### src/rtl/zol_pkg.sv
package zol_pkg;
  localparam int NLOOP = 3;
  localparam int LVL_W = 2;
  localparam int CTRL_W = 4 * NLOOP;

  typedef enum logic [2:0] {
    K_START       = 3'd0,
    K_END         = 3'd1,
    K_COUNT       = 3'd2,
    K_RELOAD      = 3'd3,
    K_CTRL        = 3'd4,
    K_FAST_MULTI  = 3'd5,
    K_FAST_SINGLE = 3'd6,
    K_NONE        = 3'd7
  } reg_kind_e;

  typedef struct packed {
    logic       en;
    logic [2:0] dsg;
  } end_field_t;

  function automatic logic dsg_valid(input logic [2:0] d);
    return (d == 3'b001) || (d == 3'b010) || (d == 3'b011);
  endfunction
endpackage

### src/rtl/zol_end_match.sv
module zol_end_match
  import zol_pkg::*;
#(
  parameter int W = 32
) (
  input  logic [W-1:0]     pc,
  input  logic [W-1:0]     end_addr,
  input  logic [3:0]       field,
  output logic             hit,
  output logic [LVL_W-1:0] csel
);
  end_field_t f;

  always_comb begin
    f    = end_field_t'(field);
    hit  = f.en && dsg_valid(f.dsg) && (pc == end_addr);
    csel = f.dsg[1:0] - 2'd1;
  end
endmodule

### src/rtl/zol_prio.sv
module zol_prio
  import zol_pkg::*;
(
  input  logic [NLOOP-1:0]            hits,
  input  logic [NLOOP-1:0][LVL_W-1:0] csels,
  output logic [NLOOP-1:0]            grant,
  output logic                        any,
  output logic [LVL_W-1:0]            win_lvl,
  output logic [LVL_W-1:0]            win_csel
);
  always_comb begin
    grant    = '0;
    win_lvl  = '0;
    win_csel = '0;
    for (int k = NLOOP - 1; k >= 0; k--) begin
      if (hits[k]) begin
        grant    = '0;
        grant[k] = 1'b1;
        win_lvl  = LVL_W'(k);
        win_csel = csels[k];
      end
    end
    any = |hits;
  end
endmodule

### src/rtl/zol_loop_regs.sv
module zol_loop_regs
  import zol_pkg::*;
#(
  parameter int W = 32
) (
  input  logic                    clk,
  input  logic                    rst_n,
  input  logic                    fetch_en,
  input  logic                    hit,
  input  logic [LVL_W-1:0]        csel,
  input  logic [W-1:0]            step_pc,
  input  logic                    we,
  input  logic [4:0]              addr,
  input  logic [W-1:0]            wdata,
  output logic [NLOOP-1:0][W-1:0] start_q,
  output logic [NLOOP-1:0][W-1:0] end_q,
  output logic [NLOOP-1:0][W-1:0] cnt_q,
  output logic [NLOOP-1:0][W-1:0] rld_q,
  output logic [CTRL_W-1:0]       ctrl_q
);
  logic [NLOOP-1:0][W-1:0] start_d, end_d, cnt_d, rld_d;
  logic [CTRL_W-1:0]       ctrl_d;
  logic                    upd_en;
  reg_kind_e               kind;
  logic [LVL_W-1:0]        lvl;

  assign kind   = reg_kind_e'(addr[4:2]);
  assign lvl    = addr[1:0];
  assign upd_en = we | (fetch_en & hit);

  always_comb begin
    start_d = start_q;
    end_d   = end_q;
    cnt_d   = cnt_q;
    rld_d   = rld_q;
    ctrl_d  = ctrl_q;
    // loop-end counter update first
    if (fetch_en && hit) begin
      if (cnt_q[csel] != '0) cnt_d[csel] = cnt_q[csel] - 1'b1;
      else                   cnt_d[csel] = rld_q[csel];
    end
    // register write overrides
    if (we && (lvl != 2'd3)) begin
      unique case (kind)
        K_START:  start_d[lvl] = wdata;
        K_END:    end_d[lvl]   = wdata;
        K_COUNT:  cnt_d[lvl]   = wdata;
        K_RELOAD: rld_d[lvl]   = wdata;
        K_CTRL:   if (lvl == 2'd0) ctrl_d = wdata[CTRL_W-1:0];
        K_FAST_MULTI: begin
          start_d[lvl] = step_pc;
          rld_d[lvl]   = wdata;
          cnt_d[lvl]   = wdata;
        end
        K_FAST_SINGLE: begin
          start_d[lvl] = step_pc;
          end_d[lvl]   = step_pc;
          rld_d[lvl]   = wdata;
          cnt_d[lvl]   = wdata;
        end
        default: ;
      endcase
    end
  end

  always_ff @(posedge clk or negedge rst_n) begin
    if (!rst_n) begin
      start_q <= '0;
      end_q   <= '0;
      cnt_q   <= '0;
      rld_q   <= '0;
      ctrl_q  <= '0;
    end else if (upd_en) begin
      start_q <= start_d;
      end_q   <= end_d;
      cnt_q   <= cnt_d;
      rld_q   <= rld_d;
      ctrl_q  <= ctrl_d;
    end
  end
endmodule

### src/rtl/zol_loop_unit.sv
module zol_loop_unit
  import zol_pkg::*;
#(
  parameter int W    = 32,
  parameter int STEP = 4
) (
  input  logic         clk,
  input  logic         rst_n,
  input  logic [W-1:0] fetch_pc,
  input  logic         fetch_en,
  input  logic         reg_we,
  input  logic [4:0]   reg_addr,
  input  logic [W-1:0] reg_wdata,
  output logic [W-1:0] reg_rdata,
  output logic [W-1:0] next_pc,
  output logic         redirect
);
  logic [1:0]                  rst_sync;
  logic                        rst_core_n;
  logic [W-1:0]                step_pc;
  logic [NLOOP-1:0][W-1:0]     start_q, end_q, cnt_q, rld_q;
  logic [CTRL_W-1:0]           ctrl_q;
  logic [NLOOP-1:0]            hit_v, grant;
  logic [NLOOP-1:0][LVL_W-1:0] csel_v;
  logic                        hit_any, cnt_nz;
  logic [LVL_W-1:0]            win_lvl, win_csel;
  reg_kind_e                   rd_kind;
  logic [LVL_W-1:0]            rd_lvl;

  always_ff @(posedge clk or negedge rst_n) begin
    if (!rst_n) rst_sync <= 2'b00;
    else        rst_sync <= {rst_sync[0], 1'b1};
  end
  assign rst_core_n = rst_sync[1];

  assign step_pc = fetch_pc + W'(STEP);

  for (genvar k = 0; k < NLOOP; k++) begin : g_end
    zol_end_match #(.W(W)) u_match (
      .pc       (fetch_pc),
      .end_addr (end_q[k]),
      .field    (ctrl_q[4*k +: 4]),
      .hit      (hit_v[k]),
      .csel     (csel_v[k])
    );
  end

  zol_prio u_prio (
    .hits     (hit_v),
    .csels    (csel_v),
    .grant    (grant),
    .any      (hit_any),
    .win_lvl  (win_lvl),
    .win_csel (win_csel)
  );

  zol_loop_regs #(.W(W)) u_regs (
    .clk      (clk),
    .rst_n    (rst_core_n),
    .fetch_en (fetch_en),
    .hit      (hit_any),
    .csel     (win_csel),
    .step_pc  (step_pc),
    .we       (reg_we),
    .addr     (reg_addr),
    .wdata    (reg_wdata),
    .start_q  (start_q),
    .end_q    (end_q),
    .cnt_q    (cnt_q),
    .rld_q    (rld_q),
    .ctrl_q   (ctrl_q)
  );

  assign cnt_nz   = hit_any && (cnt_q[win_csel] != '0);
  assign redirect = cnt_nz;
  assign next_pc  = cnt_nz ? start_q[win_lvl] : step_pc;

  assign rd_kind = reg_kind_e'(reg_addr[4:2]);
  assign rd_lvl  = reg_addr[1:0];

  always_comb begin
    reg_rdata = '0;
    if (rd_lvl != 2'd3) begin
      unique case (rd_kind)
        K_START:  reg_rdata = start_q[rd_lvl];
        K_END:    reg_rdata = end_q[rd_lvl];
        K_COUNT:  reg_rdata = cnt_q[rd_lvl];
        K_RELOAD: reg_rdata = rld_q[rd_lvl];
        K_CTRL:   if (rd_lvl == 2'd0) reg_rdata = {{(W-CTRL_W){1'b0}}, ctrl_q};
        default:  reg_rdata = '0;
      endcase
    end
  end
endmodule

### config.mk
export PLATFORM = sky130hd
export DESIGN_NAME = zol_loop_unit
export DESIGN_NICKNAME = d
export VERILOG_FILES = /design/src/rtl/zol_pkg.sv /design/src/rtl/zol_end_match.sv /design/src/rtl/zol_prio.sv /design/src/rtl/zol_loop_regs.sv /design/src/rtl/zol_loop_unit.sv
export SDC_FILE = /design/constraint.sdc
export NUM_CORES = 1
export LEC_CHECK = 0
export ABC_CLOCK_PERIOD_IN_PS = 35300
export BUFFER_PORTS_ARGS = -buffer_cell sky130_fd_sc_hd__buf_2
export CAP_MARGIN = 0
export CORE_UTILIZATION = 35
export DETAILED_ROUTE_END_ITERATION = 7
export PLACE_DENSITY = 0.5
export SLEW_MARGIN = 20
export SYNTH_ARGS = -nofsm -noshare
export SYNTH_HDL_FRONTEND = slang
export SYNTH_SLANG_ARGS = --single-unit
### constraint.sdc
create_clock -name clk -period 35.3 [get_ports clk]
set_clock_uncertainty 0.05 [all_clocks]
set_input_delay 7.06 -clock clk [delete_from_list [all_inputs] [get_ports clk]]
set_output_delay 7.06 -clock clk [all_outputs]
set_load 0.02 [all_outputs]
==> impl_metrics.yaml <==
status:
  status: "finished, final reports clean"
yosys:
  ys_warn_count: 0
  synth-edff-count: 0
  netlist_area_um2: 26200
  syn_avg_cell_area_um2: 8.46
  syn-num-nets: 3178
  synth_common_cells: "dfrtp_1 (398), nand2_1 (348), nor2_1 (331)"
  synth_top_area_cell: "dfrtp_1"
  synthArstFlopShare_pct: 100
  yosysSeqAreaShare_pct: 38.1
  synth_seq_cells: 398
  synth_top_area_share_pct: 38.1
  synth_flop_cell: "dfrtp_1"
  synth_top_cells_by_area: "dfrtp_1 (38%), mux2i_1 (9.5%), a21oi_1 (5.9%)"
  post-synth-top-count-cell: "dfrtp_1"
  synth_cell_type_count: 81
  synth_cells: 3093
place:
  gp_congestion: 0.965
  dp_slack_ns: 15.50
  dp.final_hpwl_mm: 84.8
  placed_area_um2: 27800
  io_buffers: 137
pwr:
  p_leak_nw: 12.5
  power_density_nw_per_um2: 57.7
  irDropWorstVdd_mv: 0.0417
routing:
  wirelength_mm: 124
  ant_nets: 0
  drtPass1Iterations: 6
  dr.first_iter.drc_count: 3700
  route.detailed.drc: 0
  wl_per_cell_um: 30.1
  vias: 25700
  viasPerCell: 6.25
floorplan:
  core_um2: 73500
  dieArea_um2: 75800
  start_util_pct: 35.6
  pin_count: 138
  die_w_um: 275
  rows: 99
  die_y_um: 275
grt:
  grt_max_degree: 162
  grt_pass1_vias: 23900
  antenna_found_initial: 4
  grt.total_usage_pct: 32.1
  grt_pass1_wl_mm: 176
  grt-ovfl-total: 0
sta:
  finalHoldViolCount: 0
  slew_violations: 0
  worstMarginPinSlew_ns: 1.25
  slew_headroom_pct: 16.1
  setup_viol: 0
  max_freq_mhz: 50.3
  layout_setup_ws_ns: 15.43
  final.setup.tns_ns: 0
  whs_ns: 0.267
  rsz0062_at_grt: "no"
  timing.final.crit_period_ns: 19.87
  period_share_pct: 56.3
layout:
  syn2layout_area_growth_pct: 12.8
  nFillCells: 7384
  finalNetCount: 3188
  final_core_util_pct: 40.2
  multi_input_area_um2: 15300
  fin_area_um2: 29500
  drive_above_1_share_pct: 15.7
  regArea_um2: 9960
cts:
  cts_tree: "yes"
  cts_resized: 0
  cts_sinks: 398
  worstSkewPairLatency_ns: 0.63
  hold_buffers: 0
  clkTransAtPathRegs_ns: 0.07
  cts_inserted_buffers: 51
  cts_buffer_depth: 3
  cts_setup_buffers: 0
  cts-root-buf: "clkbuf_16"
  cts_htree_levels: 2
worst_setup_path:
  cp_slowest_cell: "or4_4"
  path_cells: "buf_2, xor2_1, nor4_1, or4bb_1, or4_4, a311o_1, a211oi_4, buf_4, nand2_1, o21ai_0, inv_1, ha_1, o221ai_2, or4_4, nor3_4, a21oi_4, buf_4, mux2i_1, buf_2"
  cp-start-kind: "input port"
  crit_required_ns: 28.19
  critPathMaxStageDelay_ns: 0.61
  crit_path_end_kind: "output port"
  arrival_ns: 12.76
  cp_max_fo: 55
  crit_type: "in2out"
  worstRegToRegCells: 15
worst_hold_path:
  hp-class: "reg2async"
run:
  max_cap_viol_count: 0
critical path: cells and delay by family:
kind / cells / cell delay (ns)
xor gates and xnor gates: 1 / 0.15
AOI/OAI and AO/OA: 5 / 1.11
buffers and inverters: 5 / 1.81
adders and majority gates: 1 / 0.24
muxes: 1 / 0.39
and+or+nand+nor: 6 / 1.86
where the power goes:
part           total, mW  internal [mW]  switching (mW)
clock              0.528          0.306           0.223
combinational      0.483          0.184           0.299
sequential         0.688          0.573           0.116
total               1.70           1.06           0.637
placed cells by master, fill, tap and decap left out, types with 28 or more instances in the layout:
cell         n
or3_1       53
nand3_1     46
o21ai_0    292
a221oi_1    49
nor4_1      44
and3_1      41
nor2_1     322
nor3_1      35
xor2_1     101
clkbuf_16   51
buf_2      135
buf_4       77
xnor2_1     42
nand2_1    348
mux2_2     120
a22oi_1     28
mux2i_1    248
dfrtp_1    397
a21oi_1    299
kinds of logic (layout without fill, tap and decap cells):
kind of cell             Yosys count  after routing  synth area share (%)
adder cells (fa/ha/maj)           12             12                 0.574
XOR/XNOR                         144            144                  4.82
AND/OR/NAND/NOR                 1041           1041                  18.5
other                              1              5                0.0143
buffers and inverters            282            332                  4.29
multiplexers                     368            368                  14.7
flip-flops                       398            398                  38.1
AO/OA/AOI/OAI                    847            847                  19.1
state kept, by name (all words and copies together) (netlist names):
register and count:
u_regs.start_q 96, u_regs.ctrl_q 12, rst_sync 2, u_regs.cnt_q 96, u_regs.end_q 96, u_regs.rld_q 96
worst paths after layout:
check                                 start               end  slack, ns
setup / recovery                fetch_pc[2]        next_pc[2]      15.43
hold / removal                  rst_sync[1]  u_regs.cnt_q[32]       0.27
setup reg to reg           u_regs.ctrl_q[4]  u_regs.cnt_q[57]      28.84
hold reg to reg                 rst_sync[1]  u_regs.cnt_q[32]       0.27
max in group asynchronous             rst_n       rst_sync[1]      28.92
min in group clk                rst_sync[0]       rst_sync[1]       0.30
per-layer routing:
metal / track usage [%] / routed length [um] / up-vias
met4: 11.6 / 4640 / 2
met1: 46.6 / 54600 / 12900
met2: 45.6 / 51300 / 1449
li1: - / - / 11100
met5: 0 / 8 / -
met3: 7.90 / 12900 / 227
final cells by class:
| cell class | count | area share [%] |
|---|---|---|
| inverter | 22 | 0.280 |
| antenna | 4 | 0.0339 |
| sequential | 398 | 33.8 |
| multi-input combinational | 2413 | 51.7 |
| timing repair buffer | 217 | 4.49 |
| clock buffer | 75 | 5.04 |
| tap | 959 | 4.07 |
| clock inverter | 18 | 0.568 |
stage by stage:
step                total power [mW]  cells
CTS                             1.69   4101
detailed placement              1.16   4008
global route                    1.77   4102
floorplan                      0.974   3093
finish                          1.70   4106
global placement                1.15   4008
Power figures use the tool's default switching activity.
